### src/rtl/thermreg_pkg.sv
package thermreg_pkg;

  // Register selected by a bus access
  typedef enum logic [1:0] {
    SEL_THR  = 2'd0,
    SEL_SHEN = 2'd1,
    SEL_LOCK = 2'd2,
    SEL_NONE = 2'd3
  } reg_sel_e;

  // Word index of each mapped register (byte offset / 4)
  localparam int unsigned IDX_THR  = 0;
  localparam int unsigned IDX_SHEN = 1;
  localparam int unsigned IDX_LOCK = 2;

  // Outcome of decoding one bus access
  typedef struct packed {
    reg_sel_e sel;
    logic     thr_we;
    logic     shen_we;
    logic     lock_we;
    logic     err;
  } acc_dec_t;

endpackage

### src/rtl/thermreg_rst_sync.sv
module thermreg_rst_sync #(
  parameter int unsigned STAGES = 2
) (
  input  logic clk,
  input  logic rst_n,
  output logic rst_sync_n
);

  logic [STAGES-1:0] sync_q;
  logic [STAGES-1:0] sync_d;

  always_comb begin
    sync_d = {sync_q[STAGES-2:0], 1'b1};
  end

  always_ff @(posedge clk or negedge rst_n) begin
    if (!rst_n) begin
      sync_q <= '0;
    end else begin
      sync_q <= sync_d;
    end
  end

  assign rst_sync_n = sync_q[STAGES-1];

endmodule

### src/rtl/thermreg_decode.sv
module thermreg_decode
  import thermreg_pkg::*;
#(
  parameter int unsigned ADDR_W     = 4,
  parameter int unsigned ID_W       = 4,
  parameter int unsigned TRUSTED_ID = 0
) (
  input  logic              req_valid,
  input  logic              req_write,
  input  logic [ADDR_W-1:0] req_addr,
  input  logic [ID_W-1:0]   req_id,
  input  logic              lock_q,
  output acc_dec_t          dec
);

  localparam int unsigned IDX_W = ADDR_W - 2;
  localparam logic [ID_W-1:0] TRUSTED = ID_W'(TRUSTED_ID);

  logic [IDX_W-1:0] word_idx;
  logic             aligned;
  logic             trusted;
  logic             do_wr;

  assign word_idx = req_addr[ADDR_W-1:2];
  assign aligned  = (req_addr[1:0] == 2'b00);
  assign trusted  = (req_id == TRUSTED);
  assign do_wr    = req_valid & req_write;

  always_comb begin
    dec.sel     = SEL_NONE;
    dec.thr_we  = 1'b0;
    dec.shen_we = 1'b0;
    dec.lock_we = 1'b0;
    dec.err     = 1'b0;
    if (req_valid) begin
      if (!aligned) begin
        dec.err = 1'b1;
      end else if (word_idx == IDX_W'(IDX_THR)) begin
        dec.sel    = SEL_THR;
        dec.thr_we = do_wr & ~lock_q;
        dec.err    = do_wr &  lock_q;
      end else if (word_idx == IDX_W'(IDX_SHEN)) begin
        dec.sel     = SEL_SHEN;
        dec.shen_we = do_wr & ~lock_q;
        dec.err     = do_wr &  lock_q;
      end else if (word_idx == IDX_W'(IDX_LOCK)) begin
        dec.sel     = SEL_LOCK;
        dec.lock_we = do_wr &  trusted;
        dec.err     = do_wr & ~trusted;
      end else begin
        dec.err = 1'b1;
      end
    end
  end

endmodule

### src/rtl/thermreg_regs.sv
module thermreg_regs
  import thermreg_pkg::*;
#(
  parameter int unsigned TEMP_W = 10
) (
  input  logic              clk,
  input  logic              rst_n,
  input  acc_dec_t          dec,
  input  logic [TEMP_W-1:0] wr_thr,
  input  logic              wr_bit0,
  output logic [TEMP_W-1:0] thr_q,
  output logic              shen_q,
  output logic              lock_q
);

  logic [TEMP_W-1:0] thr_d;
  logic              shen_d;
  logic              lock_d;

  // Next-state: protected registers load only on a granted write,
  // lock can only go from 0 to 1 on a granted write-1.
  always_comb begin
    thr_d  = thr_q;
    shen_d = shen_q;
    lock_d = lock_q;
    if (dec.thr_we) begin
      thr_d = wr_thr;
    end
    if (dec.shen_we) begin
      shen_d = wr_bit0;
    end
    if (dec.lock_we && wr_bit0) begin
      lock_d = 1'b1;
    end
  end

  always_ff @(posedge clk or negedge rst_n) begin
    if (!rst_n) begin
      thr_q  <= '1;
      shen_q <= 1'b1;
      lock_q <= 1'b0;
    end else begin
      thr_q  <= thr_d;
      shen_q <= shen_d;
      lock_q <= lock_d;
    end
  end

endmodule

### src/rtl/thermreg_cmp.sv
module thermreg_cmp #(
  parameter int unsigned TEMP_W = 10
) (
  input  logic              clk,
  input  logic              rst_n,
  input  logic              samp_valid,
  input  logic [TEMP_W-1:0] samp_value,
  input  logic [TEMP_W-1:0] thr_q,
  input  logic              shen_q,
  output logic              shutdown_req
);

  logic reached;
  logic trip;
  logic shut_q;
  logic shut_d;

  assign reached = (samp_value >= thr_q);
  assign trip    = samp_valid & reached & shen_q;

  always_comb begin
    shut_d = shut_q | trip;
  end

  always_ff @(posedge clk or negedge rst_n) begin
    if (!rst_n) begin
      shut_q <= 1'b0;
    end else begin
      shut_q <= shut_d;
    end
  end

  assign shutdown_req = shut_q;

endmodule

### src/rtl/thermreg_guard.sv
module thermreg_guard
  import thermreg_pkg::*;
#(
  parameter int unsigned ADDR_W     = 4,
  parameter int unsigned DATA_W     = 32,
  parameter int unsigned ID_W       = 4,
  parameter int unsigned TEMP_W     = 10,
  parameter int unsigned TRUSTED_ID = 0,
  parameter int unsigned RST_STAGES = 2
) (
  input  logic              clk,
  input  logic              rst_n,
  input  logic              req_valid,
  input  logic              req_write,
  input  logic [ADDR_W-1:0] req_addr,
  input  logic [DATA_W-1:0] req_wdata,
  input  logic [ID_W-1:0]   req_id,
  output logic              rsp_valid,
  output logic [DATA_W-1:0] rsp_rdata,
  output logic              rsp_err,
  input  logic              samp_valid,
  input  logic [TEMP_W-1:0] samp_value,
  output logic              shutdown_req
);

  localparam int unsigned PAD_THR = DATA_W - TEMP_W;
  localparam int unsigned PAD_BIT = DATA_W - 1;

  logic              rst_sync_n;
  acc_dec_t          dec;
  logic [TEMP_W-1:0] thr_q;
  logic              shen_q;
  logic              lock_q;

  logic              rsp_valid_q, rsp_valid_d;
  logic              rsp_err_q,   rsp_err_d;
  logic [DATA_W-1:0] rsp_rdata_q, rsp_rdata_d;

  thermreg_rst_sync #(.STAGES(RST_STAGES)) u_rst (
    .clk        (clk),
    .rst_n      (rst_n),
    .rst_sync_n (rst_sync_n)
  );

  thermreg_decode #(
    .ADDR_W     (ADDR_W),
    .ID_W       (ID_W),
    .TRUSTED_ID (TRUSTED_ID)
  ) u_dec (
    .req_valid (req_valid),
    .req_write (req_write),
    .req_addr  (req_addr),
    .req_id    (req_id),
    .lock_q    (lock_q),
    .dec       (dec)
  );

  thermreg_regs #(.TEMP_W(TEMP_W)) u_regs (
    .clk     (clk),
    .rst_n   (rst_sync_n),
    .dec     (dec),
    .wr_thr  (req_wdata[TEMP_W-1:0]),
    .wr_bit0 (req_wdata[0]),
    .thr_q   (thr_q),
    .shen_q  (shen_q),
    .lock_q  (lock_q)
  );

  thermreg_cmp #(.TEMP_W(TEMP_W)) u_cmp (
    .clk          (clk),
    .rst_n        (rst_sync_n),
    .samp_valid   (samp_valid),
    .samp_value   (samp_value),
    .thr_q        (thr_q),
    .shen_q       (shen_q),
    .shutdown_req (shutdown_req)
  );

  // Response next-state: reads return the pre-edge register value
  always_comb begin
    rsp_valid_d = req_valid;
    rsp_err_d   = dec.err;
    rsp_rdata_d = '0;
    if (req_valid && !req_write && !dec.err) begin
      unique case (dec.sel)
        SEL_THR:  rsp_rdata_d = {{PAD_THR{1'b0}}, thr_q};
        SEL_SHEN: rsp_rdata_d = {{PAD_BIT{1'b0}}, shen_q};
        SEL_LOCK: rsp_rdata_d = {{PAD_BIT{1'b0}}, lock_q};
        default:  rsp_rdata_d = '0;
      endcase
    end
  end

  always_ff @(posedge clk or negedge rst_sync_n) begin
    if (!rst_sync_n) begin
      rsp_valid_q <= 1'b0;
      rsp_err_q   <= 1'b0;
      rsp_rdata_q <= '0;
    end else begin
      rsp_valid_q <= rsp_valid_d;
      rsp_err_q   <= rsp_err_d;
      rsp_rdata_q <= rsp_rdata_d;
    end
  end

  assign rsp_valid = rsp_valid_q;
  assign rsp_err   = rsp_err_q;
  assign rsp_rdata = rsp_rdata_q;

endmodule

### config.mk
export PLATFORM = sky130hd
export DESIGN_NAME = thermreg_guard
export DESIGN_NICKNAME = d
export VERILOG_FILES = /design/src/rtl/thermreg_pkg.sv /design/src/rtl/thermreg_rst_sync.sv /design/src/rtl/thermreg_decode.sv /design/src/rtl/thermreg_regs.sv /design/src/rtl/thermreg_cmp.sv /design/src/rtl/thermreg_guard.sv
export SDC_FILE = /design/constraint.sdc
export NUM_CORES = 1
export LEC_CHECK = 0
export CORE_MARGIN = 2
export CORE_UTILIZATION = 35
export CTS_CLUSTER_SIZE = 10
export DETAILED_ROUTE_END_ITERATION = 7
export PLACE_DENSITY = 0.76
export SETUP_SLACK_MARGIN = 0.3
export SLEW_MARGIN = 15
export SYNTH_ARGS = -nofsm -noshare
export SYNTH_HDL_FRONTEND = slang
export SYNTH_SLANG_ARGS = --single-unit
### constraint.sdc
create_clock -name clk -period 1.05 [get_ports clk]
set_input_delay 0.105 -clock clk [delete_from_list [all_inputs] [get_ports clk]]
set_output_delay 0.105 -clock clk [all_outputs]
set_load 0.05 [all_outputs]
==> summary.md <==
| Metric | Value |
|---|---|
| Compound-Gate Fraction of Synth Area | `7.02%` |
| Starting Density | `36.7%` |
| Post-synthesis simple-gate area fraction | `10.8%` |
| CTS sink count | `27` |
| Largest family of logic cells by synthesized area | `buffers and inverters` |
| # setup viols final | `23` |
| Inserted Clock Buffers | `3` |
| H-tree depth | `1` |
| FF+latch area | `691 um2` |
| Global-route wire length before repair | `6.10 mm` |
| Max Cap Viol | `0` |
| Final non-filler cell area | `0.00262 mm2` |
| Routed len/inst | `14.1 um` |
| GPL Wtd Cong | `0.796` |
| Peak fanout along the critical path | `2` |
| Status | `finished with violations` |
| Slew Viols, Final | `0` |
| PD cells | `864 mW/mm2` |
| DR iter-0 viols | `29` |
| Mux contribution to synthesized area | `10.9%` |
| Hold WS | `0.0809 ns` |
| Leak | `1.17 nW` |
| Synthesized instance count | `128` |
| PortBufs | `45` |
| Die height | `69.0 um` |
| Failing checks | `setup timing` |
| Critical path type | `reg2reg` |
| Setup TNS | `-5.88 ns` |
| Seq/Total Area, Yosys | `46.6%` |
| Residual DRC | `0` |
| Dpl ws | `-1.04 ns` |
| Post-Place Cell Area | `0.00223 mm2` |
| Longest Clk Path Bufs | `2` |
| Core ar. | `0.00403 mm2` |
| Clock transition at the registers of the reported paths | `0.10 ns` |
| Clock Skew | `0.00578 ns` |
| Initial antenna violation count | `0` |
| CP Launch Type | `flop` |
| Grt total ovfl | `0` |
| Share of cells above drive strength 1 | `54.3%` |
| Root Buffer Master | `clkbuf_8` |
| Largest net degree at the start of global routing | `26` |
| Tot GR Track Use | `16.0%` |
| Critical Path AT | `1.70 ns` |
| # IOs | `90` |
| Layout area overhead | `76.9%` |
| Synth area leaders | `dfrtp_1 (27%), dfstp_2 (20%), buf_4 (11%)` |
| CTS tree | `built` |
| Post-DRT Antenna Nets | `0` |
| Distinct cells, synth | `29` |
| CP Capture Type | `flop` |
| Number of global-route vias before repair | `1,275` |
| Fin crit period | `1.53 ns` |
| Commonest cells after routing, fill and taps aside | `buf_4 (26), conb_1 (23), clkdlybuf4s50_1 (22)` |
| Leading cell type in the layout, fill and taps excluded | `buf_4` |
| Total power draw | `2.26 mW` |
| Xor and xnor fraction of the mapped netlist area | `0%` |
| Type of the most critical hold path | `in2reg` |
| Final wirelength | `3.67 mm` |
| Syn_area_per_cell | `11.6 um2` |
| Crit path cell chain | `inv_2, ha_4, a211o_1, a21oi_2, o21a_1, o41ai_2` |
| Final hold vios | `0` |
| Dominant cell type by area after synthesis | `dfrtp_1` |
| ANT cells | `0` |
| Row Count | `23` |
| Worst vdd ir | `0.000621 V` |
| HPWL after DPL | `2.46 mm` |
| Final WS setup | `-0.481 ns` |
| WP data required | `1.22 ns` |
| Vias per cell | `4.66` |
| DR pass1 iterations | `4` |
| Total die area | `0.00477 mm2` |
| Max stage delay cell, worst path | `dfstp_2` |
| Fillers | `297` |
| DR vias | `1,211` |
| Slowest cell delay on critical path | `0.55 ns` |
| Final net count | `276` |
| Syn. warnings | `0` |
| Yosys reg bits | `27` |
| Max frequency | `0.653 GHz` |
| Synth top area share | `27.0%` |
| Skew-Pair Late Insertion Delay | `0.28 ns` |
| Synthesized-area fraction occupied by adder cells | `8.45%` |
| Area of the multi-input gates | `886 um2` |
| Setup repair after global routing missed its margin | `yes` |
| Synth Cell Area | `0.00148 mm2` |
| Die W | `69.0 um` |
| Fin crit share | `146%` |
==> kinds of logic (layout without fill, tap and decap cells) <==
| kind of cell | after synthesis | after routing |
|---|---|---|
| buffers and inverters | 38 | 98 |
| DFF | 27 | 27 |
| and+or+nand+nor | 25 | 26 |
| AOI/OAI and AO/OA | 15 | 15 |
| muxes | 11 | 11 |
| adders and majority gates | 10 | 10 |
| other | 2 | 23 |
==> cell type report <==
type	count	area share, %
tap	50	2.39
inverter	12	1.72
timing repair buffer	82	33.9
clock inverter	1	0.191
sequential	27	26.4
multi-input combinational	85	33.8
clock buffer	3	1.58
==> stage by stage <==
step           utilization, %  std cells
2_1_floorplan               -        149
3_3_place_gp             55.3        244
3_5_place_dp             55.3        244
4_1_cts                  61.8        258
5_1_grt                  65.0        260
6_report                 65.0        260
==> power breakdown <==
part / switching (mW) / internal (mW) / total (mW)
combinational: 0.362 / 0.228 / 0.591
sequential: 0.00955 / 1.06 / 1.07
clock: 0.339 / 0.267 / 0.606
total: 0.711 / 1.55 / 2.26
==> final timing paths <==
kind | from | endpoint | slack [ns] | cells past startpoint
setup / recovery | u_regs.thr_q[3] | u_cmp.shutdown_req | -0.48 | 6
max in group asynchronous | rst_n | u_rst.sync_q[1] | 0.41 | 2
hold / removal | req_addr[1] | rsp_rdata[0] | 0.08 | 3
min in group asynchronous | u_rst.sync_q[1] | rsp_rdata[8] | 0.25 | 1
hold reg to reg | u_rst.sync_q[1] | rsp_rdata[8] | 0.25 | 1
setup reg to reg | u_regs.thr_q[3] | u_cmp.shutdown_req | -0.48 | 6
==> Yosys cell counts <==
cell type and count:
a31oi_1 3, or4_4 1, nand3_1 1, a21oi_1 4, o41ai_1 2, mux2_2 1, inv_1 12, buf_6 1
nand4_1 1, dfstp_2 11, a211o_1 1, or4b_2 1, nand2b_1 1, nand2_1 5, nand2b_4 1, nor4_1 11
o31a_1 1, o21a_1 2, or4_1 1, buf_4 22, mux2_4 10, dfrtp_1 16, nor2_1 1, or3b_1 1
a222oi_1 1, o21ai_0 1, conb_1 2, clkbuf_1 3, ha_1 10
==> sequential cells by signal, summed over array words and instances, names as in the netlist <==
signal / flops
u_regs.shen_q: 1
rsp_rdata: 10
rsp_err: 1
u_regs.lock_q: 1
u_cmp.shutdown_req: 1
u_rst.sync_q: 2
u_regs.thr_q: 10
rsp_valid: 1
==> critical path, delay by kind of cell, from the launching register on <==
| kind | cells | cell delay [ns] |
|---|---|---|
| adders and majority gates | 1 | 0.21 |
| AOI/OAI and AO/OA | 4 | 0.62 |
| buffers and inverters | 1 | 0.05 |
| DFF | 1 | 0.55 |
==> routing by layer <==
| layer | up-vias | track usage, % | part of all wire (%) |
|---|---|---|---|
| met5 | - | 0 | 0 |
| met1 | 594 | 19.4 | 41 |
| met3 | 5 | 2.78 | 4.2 |
| met4 | 0 | 5.23 | 1.4 |
| li1 | 574 | - | - |
| met2 | 38 | 28.5 | 53 |
==> what timing repair did <==
item                                   in CTS  in global routing
hold buffers                                1                  0
endpoints found under the hold margin       2                  0
setup buffers                               8                  2
resized for setup                          57                 23
setup endpoints to repair                  37                 37
pin swaps                                  12                  8
cloned                                      1                  0
Power figures use the tool's default switching activity.
